## src/rtl/pm_pkg.sv

```systemverilog
`timescale 1ns/1ps
package pm_pkg;
  localparam int REG_W = 16;

  // status / enable bit positions
  localparam int BIT_TMR = 0;
  localparam int BIT_GLK = 5;
  localparam int BIT_PWR = 8;
  localparam int BIT_RTC = 10;

  localparam logic [REG_W-1:0] EVT_MASK =
    REG_W'((1 << BIT_TMR) | (1 << BIT_GLK) | (1 << BIT_PWR) | (1 << BIT_RTC));

  // byte offsets inside the window
  localparam int OFS_STATUS  = 0;
  localparam int OFS_ENABLE  = 2;
  localparam int OFS_CONTROL = 4;
  localparam int OFS_TMR_LO  = 8;
  localparam int OFS_TMR_HI  = 10;

  typedef enum logic [2:0] {
    SEL_NONE,
    SEL_STATUS,
    SEL_ENABLE,
    SEL_CONTROL,
    SEL_TMR_LO,
    SEL_TMR_HI
  } reg_sel_e;
endpackage

```

## src/rtl/pm_timer.sv

```systemverilog
`timescale 1ns/1ps
module pm_timer #(
  parameter int TMR_W = 24
) (
  input  logic             clk,
  input  logic             rst_n,
  input  logic             tick,
  output logic [TMR_W-1:0] count,
  output logic             msb_flip
);
  // the top bit flips exactly when a tick arrives with all lower bits set
  assign msb_flip = tick & (&count[TMR_W-2:0]);

  always_ff @(posedge clk) begin
    if (!rst_n) begin
      count <= '0;
    end else if (tick) begin
      count <= count + 1'b1;
    end
  end
endmodule

```

## src/rtl/pm_win_decode.sv

```systemverilog
`timescale 1ns/1ps
module pm_win_decode import pm_pkg::*; #(
  parameter int ADDR_W  = 16,
  parameter int WIN_LG2 = 6
) (
  input  logic              clk,
  input  logic              rst_n,
  input  logic              cfg_wr,
  input  logic              cfg_sel,
  input  logic [31:0]       cfg_wdata,
  input  logic [ADDR_W-1:0] bus_addr,
  output logic              win_en,
  output logic              hit,
  output reg_sel_e          sel
);
  logic [ADDR_W-1:WIN_LG2] base_q;
  logic [WIN_LG2-1:0]      ofs;
  logic                    unused_cfg;

  assign unused_cfg = ^{cfg_wdata[31:ADDR_W], cfg_wdata[WIN_LG2-1:1]};

  always_ff @(posedge clk) begin
    if (!rst_n) begin
      base_q <= '0;
      win_en <= 1'b0;
    end else if (cfg_wr) begin
      if (cfg_sel) win_en <= cfg_wdata[0];
      else         base_q <= cfg_wdata[ADDR_W-1:WIN_LG2];
    end
  end

  assign hit = win_en && (bus_addr[ADDR_W-1:WIN_LG2] == base_q);
  assign ofs = bus_addr[WIN_LG2-1:0];

  always_comb begin
    case (int'(ofs))
      OFS_STATUS:  sel = SEL_STATUS;
      OFS_ENABLE:  sel = SEL_ENABLE;
      OFS_CONTROL: sel = SEL_CONTROL;
      OFS_TMR_LO:  sel = SEL_TMR_LO;
      OFS_TMR_HI:  sel = SEL_TMR_HI;
      default:     sel = SEL_NONE;
    endcase
  end
endmodule

```

## src/rtl/pm_evt_regs.sv

```systemverilog
`timescale 1ns/1ps
module pm_evt_regs import pm_pkg::*; (
  input  logic             clk,
  input  logic             rst_n,
  input  logic             wr_status,
  input  logic             wr_enable,
  input  logic             wr_control,
  input  logic [REG_W-1:0] wdata,
  input  logic             ev_rtc,
  input  logic             ev_pwrbtn,
  input  logic             ev_glock,
  input  logic             tmr_flip,
  output logic [REG_W-1:0] status,
  output logic [REG_W-1:0] enable,
  output logic [REG_W-1:0] control
);
  logic [REG_W-1:0] set_vec;
  logic [REG_W-1:0] clr_vec;
  logic [REG_W-1:0] status_d;
  logic             tmr_armed;

  // the timer event only counts while enabled and not already pending
  assign tmr_armed = enable[BIT_TMR] & ~status[BIT_TMR];

  always_comb begin
    set_vec          = '0;
    set_vec[BIT_RTC] = ev_rtc;
    set_vec[BIT_PWR] = ev_pwrbtn;
    set_vec[BIT_GLK] = ev_glock;
    set_vec[BIT_TMR] = tmr_flip & tmr_armed;
  end

  assign clr_vec  = wr_status ? wdata : '0;
  // set wins over a same-cycle clear; unimplemented positions stay zero
  assign status_d = ((status & ~clr_vec) | set_vec) & EVT_MASK;

  always_ff @(posedge clk) begin
    if (!rst_n) begin
      status  <= '0;
      enable  <= '0;
      control <= '0;
    end else begin
      status <= status_d;
      if (wr_enable)  enable  <= wdata;
      if (wr_control) control <= wdata;
    end
  end
endmodule

```

## src/rtl/pm_irq.sv

```systemverilog
`timescale 1ns/1ps
module pm_irq import pm_pkg::*; (
  input  logic             clk,
  input  logic             rst_n,
  input  logic [REG_W-1:0] status,
  input  logic [REG_W-1:0] enable,
  output logic             sci
);
  always_ff @(posedge clk) begin
    if (!rst_n) sci <= 1'b0;
    else        sci <= |(status & enable & EVT_MASK);
  end
endmodule

```

## src/rtl/pm_event_ctrl.sv

```systemverilog
`timescale 1ns/1ps
module pm_event_ctrl import pm_pkg::*; #(
  parameter int ADDR_W = 16,
  parameter int TMR_W  = 24
) (
  input  logic              clk,
  input  logic              rst_n,
  input  logic              cfg_wr,
  input  logic              cfg_sel,
  input  logic [31:0]       cfg_wdata,
  input  logic              bus_wr,
  input  logic              bus_rd,
  input  logic [ADDR_W-1:0] bus_addr,
  input  logic [15:0]       bus_wdata,
  output logic [15:0]       bus_rdata,
  input  logic              tmr_tick,
  input  logic              ev_pwrbtn,
  input  logic              ev_rtc,
  input  logic              ev_glock,
  output logic              sci_out
);
  localparam int WIN_LG2 = 6;

  logic             win_en;
  logic             hit;
  reg_sel_e         sel;
  logic [TMR_W-1:0] tmr_cnt;
  logic             tmr_flip;
  logic [REG_W-1:0] evt_status;
  logic [REG_W-1:0] evt_enable;
  logic [REG_W-1:0] evt_control;
  logic [31:0]      cnt_ext;
  logic [15:0]      rd_mux;
  logic             wr_hit;

  pm_win_decode #(.ADDR_W(ADDR_W), .WIN_LG2(WIN_LG2)) u_dec (
    .clk(clk), .rst_n(rst_n), .cfg_wr(cfg_wr), .cfg_sel(cfg_sel),
    .cfg_wdata(cfg_wdata), .bus_addr(bus_addr),
    .win_en(win_en), .hit(hit), .sel(sel)
  );

  pm_timer #(.TMR_W(TMR_W)) u_tmr (
    .clk(clk), .rst_n(rst_n), .tick(tmr_tick),
    .count(tmr_cnt), .msb_flip(tmr_flip)
  );

  assign wr_hit = bus_wr & hit;

  pm_evt_regs u_regs (
    .clk(clk), .rst_n(rst_n),
    .wr_status(wr_hit && sel == SEL_STATUS),
    .wr_enable(wr_hit && sel == SEL_ENABLE),
    .wr_control(wr_hit && sel == SEL_CONTROL),
    .wdata(bus_wdata),
    .ev_rtc(ev_rtc), .ev_pwrbtn(ev_pwrbtn), .ev_glock(ev_glock),
    .tmr_flip(tmr_flip),
    .status(evt_status), .enable(evt_enable), .control(evt_control)
  );

  pm_irq u_irq (
    .clk(clk), .rst_n(rst_n),
    .status(evt_status), .enable(evt_enable), .sci(sci_out)
  );

  always_comb begin
    cnt_ext = '0;
    cnt_ext[TMR_W-1:0] = tmr_cnt;
    case (sel)
      SEL_STATUS:  rd_mux = evt_status;
      SEL_ENABLE:  rd_mux = evt_enable;
      SEL_CONTROL: rd_mux = evt_control;
      SEL_TMR_LO:  rd_mux = cnt_ext[15:0];
      SEL_TMR_HI:  rd_mux = cnt_ext[31:16];
      default:     rd_mux = '0;
    endcase
  end

  always_ff @(posedge clk) begin
    if (!rst_n)      bus_rdata <= '0;
    else if (bus_rd) bus_rdata <= hit ? rd_mux : '0;
  end
endmodule

```

## config.mk

```make
export PLATFORM = sky130hd
export DESIGN_NAME = pm_event_ctrl
export DESIGN_NICKNAME = d
export VERILOG_FILES = /design/src/rtl/pm_pkg.sv /design/src/rtl/pm_timer.sv /design/src/rtl/pm_win_decode.sv /design/src/rtl/pm_evt_regs.sv /design/src/rtl/pm_irq.sv /design/src/rtl/pm_event_ctrl.sv
export SDC_FILE = /design/constraint.sdc
export NUM_CORES = 1
export LEC_CHECK = 0
export ABC_AREA = 1
export BUFFER_PORTS_ARGS = -buffer_cell sky130_fd_sc_hd__buf_2
export CAP_MARGIN = 20
export CORE_UTILIZATION = 45
export DETAILED_ROUTE_END_ITERATION = 6
export PLACE_DENSITY = 0.68
export REMOVE_ABC_BUFFERS = 1
export SKIP_LAST_GASP = 1
export SLEW_MARGIN = 40
export SYNTH_ARGS = -nofsm -noshare
export SYNTH_HDL_FRONTEND = slang
export SYNTH_SLANG_ARGS = --single-unit
```

## constraint.sdc

```tcl
create_clock -name clk -period 1.7 [get_ports clk]
set_input_delay 0.17 -clock clk [delete_from_list [all_inputs] [get_ports clk]]
set_output_delay 0.17 -clock clk [all_outputs]
set_load 0.005 [all_outputs]
```

# Yosys cells after proc, flatten, opt, wreduce, memory -nomap -nowiden
# Index checks and enable logic that the tools add are counted.
# op_classes
n_lt_le_gt_ge,0
n_shift,0
mul,0
addsub,1
n_eq_ne,10
mux,4
bitwise,10
n_reduce_logical,9
n_div,0
# op_table
operator,n
16-bit one-hot mux with 5 select lines,1
24-bit by 1-bit adder with 24-bit output (second input constant),1
23-bit AND reduction,1
11-bit bitwise AND,2
16-bit 2-to-1 mux,1
3-bit one-hot mux with 5 select lines,1
6-bit by 4-bit == test with 1-bit output (second input constant),2
11-bit 2-to-1 mux,1
11-bit inverter,1
11-bit bitwise OR,1
10-bit == test,1
3-bit by 2-bit == test with 1-bit output (second input constant),2
3-bit == test (second input constant),2
6-bit by 2-bit == test with 1-bit output (second input constant),1
6-bit by 3-bit == test with 1-bit output (second input constant),1
6-bit logical NOT,1
1-bit bitwise AND,4
1-bit logical AND,4
2-bit AND reduction,2
4-bit OR reduction,1
3-bit by 1-bit == test with 1-bit output (second input constant),1
1-bit inverter,2
# totals
word_cells,42
latchBits,0
ram_bits,0
rom_bits,0
memories,0
regBits,88

# Depth between registers and ports, before layout
# depth
depth_word,8
mapped_depth,13
mapped_depth_nobuf,12

# Modules after synthesis
# A second synthesis with hierarchy kept.
# hier_totals
hier_cells,725
area_unflattened_um2,4643.2
# by_module_without_submodules
mod,instances,area_each_um2,seq_area_each_um2,cells_each
pm_evt_regs,1,1345.0,720.7,171
pm_event_ctrl,1,1316.3,320.3,240
pm_timer,1,1300.0,480.5,203
pm_win_decode,1,628.1,220.2,101
pm_irq,1,53.8,20.0,10

# Worst setup path after synthesis
# Ideal clock, no wire load.
# synth_timing
path_kind,register to register
from,register u_tmr.count[0]
to,register u_tmr.count[12]
slack_ps,290
path_buffers,0
arrival_ps,1291
required_ps,1581
stages_incl_launch_ff,9
cell_sequence,dfxtp_1 -> ha_1 -> nand3_1 -> nor3_2 -> nand3_2 -> nor2_4 -> nand3_1 -> o21ai_0 -> a21oi_1
# synth_between
elab_chain_cells,1
# synth_rtl
item,line,source
start: declaration,pm_timer.sv:8,"output logic [TMR_W-1:0] count,"
start signal: assignment,pm_timer.sv:18,count <= count + 1'b1;
24-bit by 1-bit adder with 24-bit output,pm_timer.sv:18,
# Every way passes these cells.
# A chain may end at the register's enable or synchronous reset.

# Worst setup path in the final report
# layout_timing
from,register u_dec.base_q[12] in the netlist's numbering
to,register u_regs.enable[15]
# layout_between
elab_chain_cells,4
# layout_rtl
item,line,source
start: declaration,pm_win_decode.sv:16,logic [ADDR_W-1:WIN_LG2] base_q;
start signal: assignment,pm_win_decode.sv:28,else base_q <= cfg_wdata[ADDR_W-1:WIN_LG2];
10-bit == test,pm_win_decode.sv:32,assign hit = win_en && (bus_addr[ADDR_W-1:WIN_LG2] == base_q);
1-bit logical AND,pm_win_decode.sv:32,
1-bit bitwise AND,pm_event_ctrl.sv:47,assign wr_hit = bus_wr & hit;
1-bit logical AND,pm_event_ctrl.sv:52,".wr_enable(wr_hit && sel == SEL_ENABLE),"
end signal: assignment,pm_evt_regs.sv:44,if (wr_enable) enable <= wdata;
end: declaration,pm_evt_regs.sv:14,"output logic [REG_W-1:0] enable,"
# Every way passes these cells.

==> results.yml <==
die:
  die_area_um2: 10300
  die_x_um: 101
  ioPinCount: 91
  initial_core_util: 0.473
  core_um2: 9370
  placementRows: 35
  dieHeight_um: 101
synthesis:
  netlist.area_leader.share: 0.397
  syn_area_um2: 4430
  yosys.area.top_type: "dfxtp_1"
  synth_area_leaders: "dfxtp_1 40%, nand2_1 12%, inv_1 11%"
  synth.distinct_cells: 39
  async_flop_share: 0
  synth-seq-cells: 88
  synth_cells: 667
  synth_edf_count: 0
  avgSynthCellArea_um2: 6.65
  ys.flop_type: "dfxtp_1"
  ys_warn_count: 0
  synth-seq-area-share: 0.397
drt:
  first_pass_iters: 5
  postRouteAntennaNets: 0
  vias_per_cell: 4.99
  wire_per_inst_um: 13.7
  drcViolationCount: 0
  drt_iter0_markers: 202
  wl_um: 12100
  num_vias: 4383
grt:
  grt_pass1_wl_um: 19100
  grt.total_usage: 0.238
  antenna_found_initial: 0
  grt_max_degree: 34
  grt_pass1_vias: 4040
  gr-total-overflow: 0
placement:
  routabilityCongestion: 0.945
  hpwl_um: 8170
  place_area_um2: 4930
  place.port_buffers: 69
  post-place-ws_ns: 0.0516
worst_setup_path:
  cp-end-kind: "flip-flop"
  crit_buf_inv: 2
  critical_path_class: "flip-flop to flip-flop"
  reg2reg_depth: 12
  path_max_fanout: 8
  cpMaxStageDelayCell: "dfxtp_2"
  crit_cells: 12
  setup.worst_path.start: "u_dec.base_q[12]"
  crit_path_start_kind: "flip-flop"
  r2r_start: "u_dec.base_q[12]"
  worstPathRequired_ns: 1.96
  crit_chain: "inv_2, nand2_2, nand2_1, nor2_1, nand2_1, nor2_2, nand2_2, nor2_4, buf_12, nand2_8, o21ai_2, nor2_1"
  arrival_ns: 1.94
  slowest_delay_ns: 0.34
  critPathTopFamily: "simple AND/OR/NAND/NOR gates"
clock_network:
  worst_skew_pair.late_latency_ns: 0.36
  clockRootBuffer: "clkbuf_8"
  cts_tree: "done"
  numCtsBuffers: 9
  clock_sinks: 88
  clockBufferDepth: 2
  cts_max_level: 3
  cts.clk_slew.worst_paths_ns: 0.09
timing:
  finalSetupViolCount: 0
  slew_headroom: 0.433
  fin_ws_ns: 0.0243
  min_period_over_period: 0.986
  max_freq_ghz: 0.597
  tightest_slew_ns: 0.849
  holdWs_ns: 0.0377
  hold_viol: 0
  fin_skew_ns: 0.00889
  period_minus_slack_ns: 1.68
  slew_violations: 0
  rsz0062_at_grt: "true"
  setup_tns_ns: 0
cells_and_area:
  design_area_um2: 5440
  num-fill-cells: 936
  num_antenna_cells: 0
  drive_gt1_frac: 0.227
  regArea_um2: 1780
  multi_input_area_um2: 2240
  fin_nets: 820
  syn_to_final_growth_pct: 22.7
hold_path:
  hp-class: "primary input to flip-flop"
  min_from: "cfg_wdata[8]"
  min_path_cells: 3
pwr:
  ir_worst_vdd_mv: 0.403
  leakagePower_uw: 0.00228
  p_int_uw: 3050
  swShare: 0.248
  powerDensity_nw_per_um2: 746
  clkPwrFrac: 0.398
  switchingPower_uw: 1010
  p_comb_frac: 0.083
  seqPwrFrac: 0.519
job:
  maxCapViolations: 0
status:
  outcome: "finished, final reports clean"
power groups by stage:
stage	sequential (µW)	combinational (µW)	clock [µW]
6_report	2110	337	1620
5_1_grt	2110	377	1740
4_1_cts	2100	305	1630
3_5_place_dp	2150	303	0
3_3_place_gp	2150	295	0
2_1_floorplan	2150	147	0
Yosys cell counts (6+ instances only):
cell / number
o2111ai_1: 6
clkbuf_1: 13
nand4_1: 11
dfxtp_1: 88
o21ai_1: 32
o221ai_1: 6
nor2_1: 82
inv_1: 131
nand2_1: 138
a21oi_1: 48
nor3_1: 7
nand3_1: 33
buf_6: 7
o21ai_0: 23
worst paths after layout:
check	end	slack [ns]
min	u_dec.base_q[8]	0.04
max reg2reg	u_regs.enable[15]	0.02
min reg2reg	bus_rdata[11]	0.47
max	u_regs.enable[15]	0.02
area by class of cell:
cell class                 instances  area share
multi-input combinational        426       0.413
sequential                        88       0.327
timing repair buffer              88      0.0989
inverter                         132      0.0911
tap                              129      0.0297
clock buffer                       9      0.0228
clock inverter                     7      0.0177
metal layers:
layer  vias to the layer above  global-route usage  part of all wire
met5                         -                   0                 0
met4                         0              0.0635             0.017
met3                        20              0.0304             0.059
met2                       117               0.403              0.48
met1                      1986               0.321              0.44
li1                       2260                   -                 -
stage by stage:
| stage | instances | power, µW | util |
|---|---|---|---|
| 2_1_floorplan | 643 | 2290 | - |
| 3_3_place_gp | 855 | 2440 | 0.527 |
| 3_5_place_dp | 855 | 2450 | 0.527 |
| 4_1_cts | 871 | 4030 | 0.550 |
| 5_1_grt | 879 | 4230 | 0.581 |
| 6_report | 879 | 4060 | 0.581 |
registers in the layout, summed over array words and instances, names as in the netlist:
| register | flops |
|---|---|
| u_dec.base_q | 10 |
| u_tmr.count | 24 |
| u_regs.control | 16 |
| u_irq.sci | 1 |
| u_regs.enable | 16 |
| bus_rdata | 16 |
| u_regs.status | 4 |
| u_dec.win_en | 1 |
cells by family after synthesis:
group | Yosys count | synth area share
buf+inv | 156 | 0.145
simple gates | 292 | 0.288
compound gates | 125 | 0.157
flops | 88 | 0.397
xor+xnor | 5 | 0.00988
fa+ha+maj | 1 | 0.00282
repair_timing:
| item | 4_1_cts | 5_1_grt |
|---|---|---|
| hold endpoints to repair | 0 | 0 |
| endpoints found under the setup margin | 0 | 39 |
| setup buffers | 0 | 5 |
| gates resized for setup | 0 | 58 |
| hold buffers | 0 | 0 |
cells in the final DEF, fill, tap and decap left out, types with 7 or more instances in the layout:
cell type  count
clkbuf_8       9
o21ai_2       13
inv_1        128
nand3_1       31
nand4_1       11
nor3_1         7
o21ai_0       23
buf_2         69
nor2_1        80
nand2_1      126
o21ai_1       19
dfxtp_2       10
buf_4         15
dfxtp_1       76
nand2_2       15
a21oi_1       48
worst min-delay path, cell delays in order:
cell,delay [ns]
buf_2,0.08
nor2_1,0.04
nor2_1,0.08
Power figures use the tool's default switching activity.
